[config.mk]
export PLATFORM = sky130hd
export DESIGN_NAME = erase_suspend_ctrl
export DESIGN_NICKNAME = d
export VERILOG_FILES = /design/src/rtl/esc_pkg.sv /design/src/rtl/esc_cmd_decode.sv /design/src/rtl/esc_susp_fsm.sv /design/src/rtl/esc_access_gate.sv /design/src/rtl/erase_suspend_ctrl.sv
export SDC_FILE = /design/constraint.sdc
export NUM_CORES = 1
export LEC_CHECK = 0
export ABC_CLOCK_PERIOD_IN_PS = 3050
export CAP_MARGIN = 20
export CORE_UTILIZATION = 46
export CTS_CLUSTER_DIAMETER = 30
export DETAILED_ROUTE_END_ITERATION = 10
export PLACE_DENSITY = 0.8
export REMOVE_ABC_BUFFERS = 1
export SLEW_MARGIN = 20
export SYNTH_ARGS = -nofsm -noshare
export SYNTH_HDL_FRONTEND = slang
export SYNTH_HIERARCHICAL = 1
export SYNTH_SLANG_ARGS = --single-unit
[constraint.sdc]
create_clock -name clk -period 3.05 [get_ports clk]
set_clock_uncertainty 0.15 [all_clocks]
set_input_delay 0.61 -clock clk [delete_from_list [all_inputs] [get_ports clk]]
set_output_delay 0.61 -clock clk [all_outputs]
set_load 0.02 [all_outputs]
[src/rtl/esc_pkg.sv]
// Shared definitions for the erase suspend controller.
// Assumes op_kind is encoded by the erase sequencer with the values below.
package esc_pkg;

    typedef enum logic [2:0] {
        OP_IDLE      = 3'd0,
        OP_SE_WINDOW = 3'd1,
        OP_SE_ACTIVE = 3'd2,
        OP_CHIP      = 3'd3,
        OP_PROGRAM   = 3'd4
    } op_kind_e;

    typedef enum logic [1:0] {
        ST_RUN  = 2'd0,
        ST_WAIT = 2'd1,
        ST_SUSP = 2'd2
    } susp_state_e;

    localparam logic [7:0] CODE_PAUSE    = 8'hB0;
    localparam logic [7:0] CODE_CONTINUE = 8'h30;

endpackage

[src/rtl/esc_cmd_decode.sv]
// Command qualifier: turns a raw command write plus the current operation
// into pause-on-window, pause-on-active and continue strobes.
// Assumes cmd_data is valid whenever cmd_we is high; no address is involved.
module esc_cmd_decode
    import esc_pkg::*;
(
    input  logic       cmd_we,
    input  logic [7:0] cmd_data,
    input  logic [2:0] op_kind,
    output logic       pause_win,
    output logic       pause_act,
    output logic       cont_hit
);

    op_kind_e op;
    logic     pause_hit;

    // Qualify the pause code by operation; chip erase and program drop it.
    always_comb begin
        op        = op_kind_e'(op_kind);
        pause_hit = cmd_we && (cmd_data == CODE_PAUSE);
        cont_hit  = cmd_we && (cmd_data == CODE_CONTINUE);
        pause_win = pause_hit && (op == OP_SE_WINDOW);
        pause_act = pause_hit && (op == OP_SE_ACTIVE);
    end

endmodule

[src/rtl/esc_susp_fsm.sv]
// Pause state machine. Holds the running / waiting / paused state, bounds
// the wait for the engine acknowledge with a cycle counter, copies the erase
// bitmap at pause time and issues the restart pulse.
// Assumes the strobes from esc_cmd_decode are single-cycle qualified inputs.
module esc_susp_fsm
    import esc_pkg::*;
#(
    parameter int NSEC     = 8,
    parameter int SUSP_LAT = 2000
) (
    input  logic            clk,
    input  logic            rst_n,
    input  logic            pause_win,
    input  logic            pause_act,
    input  logic            cont_hit,
    input  logic            eng_ack,
    input  logic [NSEC-1:0] sel_map,
    output logic            suspended,
    output logic            susp_req,
    output logic            resume_req,
    output logic [NSEC-1:0] hold_map
);

    localparam int CW = $clog2(SUSP_LAT + 1);
    localparam logic [CW-1:0] LAST = CW'(SUSP_LAT - 1);

    susp_state_e      state;
    logic [CW-1:0]    wait_cnt;

    // State, wait counter, request level and restart pulse.
    always_ff @(posedge clk) begin
        if (!rst_n) begin
            state      <= ST_RUN;
            wait_cnt   <= '0;
            susp_req   <= 1'b0;
            resume_req <= 1'b0;
            hold_map   <= '0;
        end else begin
            resume_req <= 1'b0;
            case (state)
                ST_RUN: begin
                    wait_cnt <= '0;
                    if (pause_win) begin
                        state    <= ST_SUSP;
                        susp_req <= 1'b1;
                        hold_map <= sel_map;
                    end else if (pause_act) begin
                        state    <= ST_WAIT;
                        susp_req <= 1'b1;
                        hold_map <= sel_map;
                    end
                end
                ST_WAIT: begin
                    if (eng_ack || (wait_cnt == LAST)) begin
                        state    <= ST_SUSP;
                        wait_cnt <= '0;
                    end else begin
                        wait_cnt <= wait_cnt + 1'b1;
                    end
                end
                ST_SUSP: begin
                    if (cont_hit) begin
                        state      <= ST_RUN;
                        susp_req   <= 1'b0;
                        resume_req <= 1'b1;
                    end
                end
                default: state <= ST_RUN;
            endcase
        end
    end

    // Suspended flag decoded from the state register.
    always_comb suspended = (state == ST_SUSP);

    assert_window_immediate_R2: assert property (@(posedge clk) disable iff (!rst_n)
        (state == ST_RUN && pause_win) |=> suspended);

    assert_ack_enters_pause_R3: assert property (@(posedge clk) disable iff (!rst_n)
        (state == ST_WAIT && eng_ack) |=> suspended);

    assert_wait_bounded_R4: assert property (@(posedge clk) disable iff (!rst_n)
        (state == ST_WAIT) |-> (wait_cnt < CW'(SUSP_LAT)));

    assert_drop_pause_R5: assert property (@(posedge clk) disable iff (!rst_n)
        (state == ST_RUN && !pause_win && !pause_act) |=> !susp_req);

    assert_restart_single_R8: assert property (@(posedge clk) disable iff (!rst_n)
        resume_req |=> !resume_req);

    assert_map_frozen_R8: assert property (@(posedge clk) disable iff (!rst_n)
        (suspended && !cont_hit) |=> ($stable(hold_map) && suspended));

endmodule

[src/rtl/esc_access_gate.sv]
// Access filter. While paused, it passes reads and programs only to sectors
// outside the frozen bitmap and flags the rest; otherwise it passes all.
// Assumes acc_sector values at or above NSEC match no frozen sector.
module esc_access_gate #(
    parameter int NSEC = 8,
    parameter int SECW = 3
) (
    input  logic            suspended,
    input  logic [NSEC-1:0] hold_map,
    input  logic            acc_valid,
    input  logic            acc_prog,
    input  logic [SECW-1:0] acc_sector,
    output logic            acc_fwd_rd,
    output logic            acc_fwd_pg,
    output logic            acc_denied
);

    logic [NSEC-1:0] sec_onehot;
    logic            frozen_hit;

    // One decode bit per sector.
    for (genvar s = 0; s < NSEC; s++) begin : g_dec
        assign sec_onehot[s] = (acc_sector == SECW'(s));
    end

    // Forward or refuse the access.
    always_comb begin
        frozen_hit = |(sec_onehot & hold_map);
        acc_denied = acc_valid && suspended && frozen_hit;
        acc_fwd_rd = acc_valid && !acc_prog && !acc_denied;
        acc_fwd_pg = acc_valid &&  acc_prog && !acc_denied;
    end

endmodule

[src/rtl/erase_suspend_ctrl.sv]
// Top of the erase suspend and resume controller. It wires the command
// qualifier, the pause state machine and the access filter together.
// Assumes the erase engine answers susp_req with eng_susp_ack and restarts
// on resume_req using resume_map.
module erase_suspend_ctrl #(
    parameter int NSEC     = 8,
    parameter int SUSP_LAT = 2000,
    parameter int SECW     = (NSEC > 1) ? $clog2(NSEC) : 1
) (
    input  logic            clk,
    input  logic            rst_n,
    input  logic            cmd_we,
    input  logic [7:0]      cmd_data,
    input  logic [2:0]      op_kind,
    input  logic [NSEC-1:0] sel_map,
    input  logic            acc_valid,
    input  logic            acc_prog,
    input  logic [SECW-1:0] acc_sector,
    input  logic            eng_susp_ack,
    output logic            susp_req,
    output logic            resume_req,
    output logic [NSEC-1:0] resume_map,
    output logic            suspended,
    output logic            acc_fwd_rd,
    output logic            acc_fwd_pg,
    output logic            acc_denied
);

    logic            pause_win;
    logic            pause_act;
    logic            cont_hit;
    logic [NSEC-1:0] hold_map;

    esc_cmd_decode u_dec (
        .cmd_we    (cmd_we),
        .cmd_data  (cmd_data),
        .op_kind   (op_kind),
        .pause_win (pause_win),
        .pause_act (pause_act),
        .cont_hit  (cont_hit)
    );

    esc_susp_fsm #(.NSEC(NSEC), .SUSP_LAT(SUSP_LAT)) u_fsm (
        .clk        (clk),
        .rst_n      (rst_n),
        .pause_win  (pause_win),
        .pause_act  (pause_act),
        .cont_hit   (cont_hit),
        .eng_ack    (eng_susp_ack),
        .sel_map    (sel_map),
        .suspended  (suspended),
        .susp_req   (susp_req),
        .resume_req (resume_req),
        .hold_map   (hold_map)
    );

    esc_access_gate #(.NSEC(NSEC), .SECW(SECW)) u_gate (
        .suspended  (suspended),
        .hold_map   (hold_map),
        .acc_valid  (acc_valid),
        .acc_prog   (acc_prog),
        .acc_sector (acc_sector),
        .acc_fwd_rd (acc_fwd_rd),
        .acc_fwd_pg (acc_fwd_pg),
        .acc_denied (acc_denied)
    );

    // Restart bitmap is the copy taken at pause time.
    always_comb resume_map = hold_map;

    assert_frozen_blocked_R7: assert property (@(posedge clk) disable iff (!rst_n)
        (acc_valid && suspended && (int'(acc_sector) < NSEC) && hold_map[acc_sector])
        |-> (acc_denied && !acc_fwd_rd && !acc_fwd_pg));

    assert_running_open_R10: assert property (@(posedge clk) disable iff (!rst_n)
        !suspended |-> !acc_denied);

    assert_paused_implies_request_R11: assert property (@(posedge clk) disable iff (!rst_n)
        suspended |-> susp_req);

endmodule

==> out/metrics.cfg <==
[status]
status = finished, final reports clean

[floorplan]
pin_count = 42
die-area_sq_mm = 0.00294
std_cell_rows = 18
core_sq_mm = 0.00252
start_util = 0.498
die_h_microns = 54.3
die_w_microns = 54.3

[global_route]
grt_max_degree = 18
grt.overflow.total = 0
antenna_found_initial = 0
grt_pass1_wl_microns = 5020
track_usage = 0.239
grt_pass1_vias = 1153

[clocking]
clock_latency_ns = 0.31
path_clk_slew_ns = 0.13
cts_made_buffers = 3
cts_buffer_depth = 2
ctsHoldBuffers = 0
cts_setup_buffers = 0
cts_root_buffer = clkbuf_4
cts.sinks = 23
htree_num_levels = 1
cts_tree = yes

[critical_path]
path_buf_inv = 2
required_ns = 2.29
cp_cell_sequence = clkdlybuf4s50_1 -> mux2_4 -> o31a_2 -> and4_2 -> clkdlybuf4s15_2
cp_top_family = buffers and inverters
crit_type = input pin to output port
cp_slowest_cell = clkdlybuf4s50_1
cp-end-kind = output port
crit_path_max_incr_delay_ns = 0.51
start_kind = input pin
crit_arrival_ns = 2.25
critPathMaxFanout = 3

[timing]
final.period_utilization = 0.986
grt_setup_unrepaired = false
fin_setup_tns_ns = 0
max_slew_margin = 0.631
setup_viol = 0
hold_viol_final = 0
maxSlewViolCount = 0
worst_slew_pin_slew_ns = 0.553
layout_min_cycle_time_ns = 3.01
fmax_mhz = 332

[logic_synthesis]
synth_edf_count = 0
synth.avg_cell_area_sq_um = 9.24
synth_area_sq_mm = 0.00126
seq_area_frac_synth = 0.367
synthArstFlopShare = 0
yosys.area.top_type = dfxtp_1
synth_top_area_share = 0.367
synthCells = 136
synth_cell_types = 44
synth-seq-cells = 23
synth.area.top_cells = dfxtp_1 (37%), mux2i_1 (8.0%), nor2b_1 (5.5%)
synth_top_flop_cell = dfxtp_1
yosysWarnings = 6

[power]
p_leak_nw = 0.572
power_density_mw_per_mm2 = 289
max-vdd-ir-drop_mv = 0.246

[detailed_routing]
viasPerCell = 5.69
ant_nets = 0
dr_total_vias = 1200
dr.pass1.iters = 5
totalWireLength_microns = 3150
drt-wirelength-per-cell_microns = 14.9
drtIter0Drc = 28
drc_errors = 0

[finish]
fin_util = 0.688
n_antenna_cell = 0
nets = 211
layout-drive-gt1-share = 0.138
syn_to_final_growth_pct = 38.2

[placement]
dp_hpwl_microns = 2430
io_buffer_count = 41
gp_congestion = 0.789

[job]
maxCapViolations = 0

[hold_path]
min_path_type = flop to flop

==> power by group <==
part           internal, mW  switching [mW]  leakage, nW
combinational        0.0420          0.0204        0.369
sequential            0.300       0.0000456        0.185
clock                0.0490          0.0905       0.0177
==> Yosys cell counts, types with 2 or more instances <==
cell type,number
nor3_2,3
nor2_1,6
o21ai_1,2
and4_1,2
or4bb_1,2
nand2_1,15
and3_1,2
inv_1,3
nand3b_1,4
nand4_1,4
mux2i_1,10
nor2b_1,11
clkbuf_1,5
dfxtp_1,23
nand3_1,4
a31oi_1,10
nor3_1,3
==> layout make-up <==
class                      count  area, sq um
fill                         207          786
multi-input combinational    103          746
sequential                    23          460
timing repair buffer          48          454
tap                           30         37.5
clock buffer                   3         22.5
inverter                       3         11.3
clock inverter                 1         5.00
==> flip-flops by register name (all words and copies together) (netlist names) <==
signal,cells
u_fsm/state,2
u_fsm/wait_cnt,11
u_fsm/susp_req,1
u_fsm/hold_map,8
u_fsm/resume_req,1
==> cells in the final DEF (no fill, tap or decap), drive strengths merged, types with 2 or more instances in the layout <==
cell,Yosys,routed
nor2,6,6
buf,2,9
clkdlybuf4s50,0,38
dfxtp,23,23
inv,3,3
and3,2,2
nand2,15,15
o21ai,3,3
nand2b,2,2
mux2i,10,10
or4bb,2,2
nand3,4,4
nor3,6,6
nand3b,4,4
nor2b,11,11
clkbuf,5,3
and4,3,3
a31oi,10,10
nand4,4,4
==> kinds of logic (layout without fill, tap and decap cells) <==
kind of cell	count (synthesis)	after routing	share of synthesized area
flip-flops	23	23	0.367
adder cells (fa/ha/maj)	1	1	0.00996
AO/OA/AOI/OAI	24	24	0.139
AND/OR/NAND/NOR	64	64	0.321
XOR/XNOR	2	2	0.0139
multiplexers	12	12	0.113
buffers and inverters	10	55	0.0368
==> metrics by stage <==
| step | total power, mW | std cells | area (sq um) | worst slack [ns] | hold slack [ns] |
|---|---|---|---|---|---|
| global placement | 0.368 | 207 | 1720 | -0.322 | 0.308 |
| finish | 0.502 | 211 | 1740 | 0.0414 | 0.337 |
| detailed placement | 0.370 | 207 | 1720 | -0.363 | 0.317 |
| floorplan | 0.320 | 129 | 1220 | 0.132 | 0.289 |
| global route | 0.525 | 211 | 1740 | 0.00205 | 0.398 |
| CTS | 0.511 | 211 | 1750 | 0.00450 | 0.339 |
==> final timing paths <==
| kind | start | endpoint | slack [ns] | cells past startpoint |
|---|---|---|---|---|
| worst max-delay path | acc_sector[1] | acc_denied | 0.04 | 5 |
| worst min-delay path | u_fsm/wait_cnt[10] | u_fsm/wait_cnt[10] | 0.34 | 1 |
| worst max register to register | u_fsm/wait_cnt[0] | u_fsm/wait_cnt[5] | 1.08 | 5 |
| worst min register to register | u_fsm/wait_cnt[10] | u_fsm/wait_cnt[10] | 0.34 | 1 |
==> worst reg2reg max path, cell delays in order (launching register included) <==
cell     delay [ns]
dfxtp_1        0.41
ha_1           0.22
nand3_1        0.18
o41a_1         0.57
a31oi_1        0.24
mux2i_1        0.09
==> metal layers <==
layer	wire [microns]	global-route usage	vias up
met5	0	0	-
met4	12	0.0726	0
met3	202	0.0361	2
met2	1660	0.472	33
met1	1270	0.254	571
li1	-	-	594
==> what timing repair did <==
item,CTS,global route
setup endpoints to repair,3,2
cloned,0,0
resized for setup,11,2
hold endpoints to repair,0,0
Note: power is estimated with default switching activity, not from simulation.
